[config.mk]
export PLATFORM = sky130hd
export DESIGN_NAME = fdiv_trig_divider
export DESIGN_NICKNAME = d
export VERILOG_FILES = /design/src/rtl/fdiv_pkg.sv /design/src/rtl/fdiv_shadow_regs.sv /design/src/rtl/fdiv_trigger_ctrl.sv /design/src/rtl/fdiv_phase_acc.sv /design/src/rtl/fdiv_trig_divider.sv
export SDC_FILE = /design/constraint.sdc
export NUM_CORES = 1
export LEC_CHECK = 0
export BUFFER_PORTS_ARGS = -buffer_cell sky130_fd_sc_hd__buf_4
export CAP_MARGIN = 20
export CORE_MARGIN = 2
export CORE_UTILIZATION = 55
export CTS_BUF_LIST = sky130_fd_sc_hd__clkbuf_8
export DETAILED_ROUTE_END_ITERATION = 16
export GPL_ROUTABILITY_DRIVEN = 0
export PLACE_DENSITY = 0.9
export SYNTH_ARGS = -nofsm -noshare
export SYNTH_HDL_FRONTEND = slang
export SYNTH_SLANG_ARGS = --single-unit
[constraint.sdc]
create_clock -name clk -period 3 [get_ports clk]
set_clock_uncertainty 0.2 [all_clocks]
set_input_delay 0.9 -clock clk [delete_from_list [all_inputs] [get_ports clk]]
set_output_delay 0.9 -clock clk [all_outputs]
set_load 0.02 [all_outputs]
[src/rtl/fdiv_pkg.sv]
package fdiv_pkg;

  function automatic int max_int(input int a, input int b);
    return (a > b) ? a : b;
  endfunction

  // Per-cycle events shared between the accumulator and trigger control
  typedef struct packed {
    logic wrap;    // a pulse is generated at this edge
    logic commit;  // shadow values move to active at this edge
  } fdiv_evt_t;

endpackage

[src/rtl/fdiv_shadow_regs.sv]
module fdiv_shadow_regs #(
  parameter int FIELD_W = 12,
  parameter int SEL_W   = 2
) (
  input  logic               clk,
  input  logic               rst,
  input  logic               div_we,
  input  logic [FIELD_W-1:0] div_in,
  input  logic               sel_we,
  input  logic [SEL_W-1:0]   sel_in,
  input  logic               commit,
  output logic [FIELD_W-1:0] act_div,
  output logic [SEL_W-1:0]   act_sel
);

  logic [FIELD_W-1:0] shd_div;
  logic [SEL_W-1:0]   shd_sel;

  // Pending (shadow) side: written freely, never visible to the datapath
  always_ff @(posedge clk) begin
    if (rst) begin
      shd_div <= '0;
      shd_sel <= '0;
    end else begin
      if (div_we) shd_div <= div_in;
      if (sel_we) shd_sel <= sel_in;
    end
  end

  // Live side: updated only by a commit
  always_ff @(posedge clk) begin
    if (rst) begin
      act_div <= '0;
      act_sel <= '0;
    end else if (commit) begin
      act_div <= shd_div;
      act_sel <= shd_sel;
    end
  end

endmodule

[src/rtl/fdiv_trigger_ctrl.sv]
module fdiv_trigger_ctrl
  import fdiv_pkg::*;
(
  input  logic      clk,
  input  logic      rst,
  input  logic      trig_wr,
  input  logic      wrap,
  output logic      busy_q,
  output fdiv_evt_t evt
);

  always_comb begin
    evt.wrap   = wrap;
    evt.commit = busy_q & wrap;
  end

  // A new request wins over the clear of the one being committed
  always_ff @(posedge clk) begin
    if (rst)          busy_q <= 1'b0;
    else if (trig_wr) busy_q <= 1'b1;
    else if (evt.commit) busy_q <= 1'b0;
  end

endmodule

[src/rtl/fdiv_phase_acc.sv]
module fdiv_phase_acc
  import fdiv_pkg::*;
#(
  parameter  int FRAC_W  = 8,
  parameter  int FIELD_W = 12,
  localparam int DIV_W   = max_int(FIELD_W, FRAC_W) + 1
) (
  input  logic               clk,
  input  logic               rst,
  input  logic               gate_en,
  input  logic [FIELD_W-1:0] act_div,
  output logic               wrap,
  output logic               pulse_q,
  output logic [DIV_W-1:0]   acc_q
);

  localparam int SUM_W = DIV_W + 1;
  localparam logic [SUM_W-1:0] STEP = {{(SUM_W-1){1'b0}}, 1'b1} << FRAC_W;

  logic [SUM_W-1:0] scaled_div;
  logic [SUM_W-1:0] sum;
  logic [SUM_W-1:0] rem;
  logic [DIV_W-1:0] acc_d;

  always_comb begin
    scaled_div = {{(SUM_W-FIELD_W){1'b0}}, act_div} + STEP;
    sum        = {1'b0, acc_q} + STEP;
    rem        = sum - scaled_div;
    wrap       = gate_en && (sum >= scaled_div);
    if (wrap)         acc_d = rem[DIV_W-1:0];
    else if (gate_en) acc_d = sum[DIV_W-1:0];
    else              acc_d = acc_q;
  end

  always_ff @(posedge clk) begin
    if (rst) begin
      acc_q   <= '0;
      pulse_q <= 1'b0;
    end else begin
      acc_q   <= acc_d;
      pulse_q <= wrap;
    end
  end

endmodule

[src/rtl/fdiv_trig_divider.sv]
module fdiv_trig_divider
  import fdiv_pkg::*;
#(
  parameter int FRAC_W  = 8,
  parameter int FIELD_W = 12,
  parameter int SEL_W   = 2
) (
  input  logic               clk,
  input  logic               rst,
  input  logic               div_we,
  input  logic [FIELD_W-1:0] div_field,
  input  logic               sel_we,
  input  logic [SEL_W-1:0]   sel_field,
  input  logic               trig_wr,
  input  logic               gate_en,
  output logic               clk_en_o,
  output logic               busy_o,
  output logic [SEL_W-1:0]   sel_o
);

  localparam int DIV_W = max_int(FIELD_W, FRAC_W) + 1;

  logic [FIELD_W-1:0] act_div_w;
  logic [SEL_W-1:0]   act_sel_w;
  logic [DIV_W-1:0]   acc_w;
  logic               wrap_w;
  logic               pulse_w;
  logic               busy_w;
  fdiv_evt_t          evt_w;

  fdiv_phase_acc #(
    .FRAC_W (FRAC_W),
    .FIELD_W(FIELD_W)
  ) u_acc (
    .clk    (clk),
    .rst    (rst),
    .gate_en(gate_en),
    .act_div(act_div_w),
    .wrap   (wrap_w),
    .pulse_q(pulse_w),
    .acc_q  (acc_w)
  );

  fdiv_trigger_ctrl u_trig (
    .clk    (clk),
    .rst    (rst),
    .trig_wr(trig_wr),
    .wrap   (wrap_w),
    .busy_q (busy_w),
    .evt    (evt_w)
  );

  fdiv_shadow_regs #(
    .FIELD_W(FIELD_W),
    .SEL_W  (SEL_W)
  ) u_regs (
    .clk    (clk),
    .rst    (rst),
    .div_we (div_we),
    .div_in (div_field),
    .sel_we (sel_we),
    .sel_in (sel_field),
    .commit (evt_w.commit),
    .act_div(act_div_w),
    .act_sel(act_sel_w)
  );

  assign clk_en_o = pulse_w;
  assign busy_o   = busy_w;
  assign sel_o    = act_sel_w;

endmodule

==> results.json <==
{
  "reg2reg_to": "u_regs.act_div[5]$_SDFFE_PP0P_",
  "core_area_sq_um": 4060,
  "grt_pass1_wl_mm": 7.80,
  "ant_nets": 0,
  "nets": 317,
  "peakVddDrop_mv": 0.520,
  "htreeDepth": 2,
  "ys_seq_area_share_pct": 36.7,
  "ys_warn_count": 0,
  "final_cell_mix": "dfxtp_1 (43), nor2_1 (38), mux2i_1 (31)",
  "cts_tree": "done",
  "die_area_sq_um": 4810,
  "yosysTopAreaCell": "dfxtp_1",
  "final_area_sq_um": 2690,
  "finalCritPeriodShare_pct": 96.6,
  "p_leak_nw": 1.24,
  "power_density_nw_per_um2": 1050,
  "synth_flop_cell": "dfxtp_1",
  "placed_cells": 323,
  "drt_iter0_markers": 148,
  "synth_edf_count": 0,
  "final_common_cell": "dfxtp_1",
  "synth_area_sq_um": 2350,
  "maxCapViolCount": 0,
  "tns_ps": 0,
  "syn-num-nets": 293,
  "holdPathEnd": "u_acc.acc_q[5]$_SDFFE_PP0P_",
  "crit_type": "flop to flop",
  "r2r_slack_ps": 100,
  "yosys-top-cells-area": "dfxtp_1 (37%), mux2i_1 (13%), ha_1 (8.0%)",
  "synth_cell_types": 46,
  "routed_wl_mm": 4.71,
  "final-setup-viol-count": 0,
  "max_freq_mhz": 345,
  "critPathArrivalTime_ps": 2870,
  "path_clk_slew_ps": 80,
  "ios": 24,
  "grt_usage_pct": 19.8,
  "final_cells": 332,
  "status": "finished, final reports clean",
  "dp_hpwl_mm": 3.38,
  "cp-start-kind": "flop",
  "placed_area_sq_um": 2550,
  "maxSlewHeadroom_pct": 71.6,
  "required_ps": 2980,
  "clkLatencyLatePin_ps": 300,
  "clockBufferDepth": 2,
  "dr_wl_met3_um": 204,
  "synth-seq-cells": 43,
  "die_y_um": 69.3,
  "die_width_um": 69.3,
  "slowest_stage": "dfxtp_1",
  "vias_per_cell": 5.67,
  "tightest_slew_ps": 425,
  "cts-root-buf": "clkbuf_8",
  "grt_pass1_vias": 1784,
  "netlist.area_leader.share_pct": 36.7,
  "wl_met2_mm": 2.33,
  "path_delay_family": "compound AO/OA/AOI/OAI gates",
  "hold_path.class": "flop to flop",
  "r2r.worst_path.cells": 10,
  "grt_max_degree": 43,
  "synthCells": 257,
  "area_delta_synth_final_pct": 14.7,
  "cts_made_buffers": 5,
  "critPathBufInv": 2,
  "final_util_pct": 66.3,
  "min_from": "u_acc.acc_q[5]$_SDFFE_PP0P_",
  "drc": 0,
  "max_stage_delay_ps": 400,
  "rows": 23,
  "endpoint_kind": "flop",
  "clock_sinks": 43,
  "ctsHoldBuffers": 0,
  "vias": 1881,
  "period_needed_ps": 2900,
  "antenna_found_initial": 0,
  "drive_gt1_share_pct": 17.4,
  "num_antenna_cells": 0,
  "start_util_pct": 57.8,
  "hold_viol_final": 0,
  "topRoutingLayerUsed": "met4",
  "path_cells": "ha_2 -> ha_1 -> a21o_1 -> a31o_1 -> o31a_1 -> buf_4 -> o211ai_4 -> buf_12 -> mux2i_1 -> nor2_1",
  "hold_path_depth": 2,
  "crit_fanout": 14,
  "r2r_start": "u_acc.acc_q[8]$_SDFFE_PP0P_",
  "overflow": 0,
  "async_reset_ff_share_pct": 0,
  "whs_ps": 270,
  "io_buffers": 23,
  "wl_met1_mm": 2.09,
  "final_max_slew_viol_count": 0,
  "wl_per_cell_um": 14.2,
  "drt_first_pass_iters": 4,
  "syn_area_per_cell_sq_um": 9.13
}
[worst min-delay path: stages, from the launching register on]
cell,delay (ps)
dfxtp_1,320
nand2_1,50
a21oi_1,50
[power breakdown]
part	switching (W)	total (W)	internal, W
combinational	0.000899	0.00165	0.000755
sequential	0.0000530	0.000708	0.000655
clock	0.000203	0.000476	0.000274
total	0.00115	0.00284	0.00168
[worst max-delay path by stage]
stage / start / end / slack [ps] / cells after the start
2_1_floorplan: u_acc.acc_q[8]$_SDFFE_PP0P_ / u_regs.act_sel[0]$_SDFFE_PP0P_ / 200 / 10
3_3_place_gp: u_acc.acc_q[10]$_SDFFE_PP0P_ / u_regs.act_sel[1]$_SDFFE_PP0P_ / 210 / 10
3_5_place_dp: u_acc.acc_q[8]$_SDFFE_PP0P_ / u_regs.act_div[5]$_SDFFE_PP0P_ / 100 / 11
4_1_cts: u_acc.acc_q[8]$_SDFFE_PP0P_ / u_regs.act_div[5]$_SDFFE_PP0P_ / 80 / 11
5_1_grt: u_acc.acc_q[8]$_SDFFE_PP0P_ / u_regs.act_div[10]$_SDFFE_PP0P_ / -4 / 11
6_report: u_acc.acc_q[8]$_SDFFE_PP0P_ / u_regs.act_div[5]$_SDFFE_PP0P_ / 100 / 10
[through the flow]
stage	setup WS, ps	total power, W
after floorplan	200	0.00203
after global placement	206	0.00222
after detailed placement	104	0.00226
after CTS	79.6	0.00275
after global routing	-3.51	0.00303
final	103	0.00284
[cell type report]
| class | instances | area (sq um) |
|---|---|---|
| Clock inverter | 2 | 38.8 |
| Multi-Input combinational cell | 189 | 1380 |
| Sequential cell | 43 | 861 |
| Fill cell | 321 | 1370 |
| Clock buffer | 6 | 82.6 |
| Timing Repair Buffer | 27 | 215 |
| Tap cell | 50 | 62.6 |
| Inverter | 15 | 56.3 |
[state kept, by name, summed over array words and instances (netlist names)]
signal	cells
u_acc.pulse_q	1
u_regs.shd_sel	2
u_trig.busy_q	1
u_regs.shd_div	12
u_acc.acc_q	13
u_regs.act_div	12
u_regs.act_sel	2
[cells by family (layout without fill, tap and decap cells)]
family                     after synthesis  count (layout)  share of synthesized area (%)
AOI/OAI and AO/OA                       44              44                           13.9
xor gates and xnor gates                13              13                           4.85
adders and majority gates               16              16                           8.85
buffers and inverters                   25              50                           5.17
DFF                                     43              43                           36.7
muxes                                   31              31                           13.2
and+or+nand+nor                         85              85                           17.4
[Yosys cell counts (2+ instances only)]
cell type  count
or3_1          2
a31oi_1        4
buf_1          2
inv_1         15
a32o_1         2
mux2i_1       31
nand4_1        5
a21oi_1       10
nor3b_1        3
nor4_1         2
dfxtp_1       43
a21o_1         3
o22ai_1        3
nor2b_1        4
buf_6          2
a211oi_1       2
o21ai_0        7
nand3_1       14
xor2_1         8
a211oi_2       2
ha_1          15
clkbuf_1       4
nor2_1        38
nand2_1       10
xnor2_1        5
[routing by layer]
layer  vias up  global-route usage [%]
met5         -                       0
met4         0                    8.28
met3         8                    3.78
met2        54                    33.5
met1       862                    24.7
li1        957                       -
[what timing repair did]
action	in CTS	in global routing
setup endpoints to repair	0	27
setup buffers	0	1
resized for setup	0	3
Power figures use the tool's default switching activity.
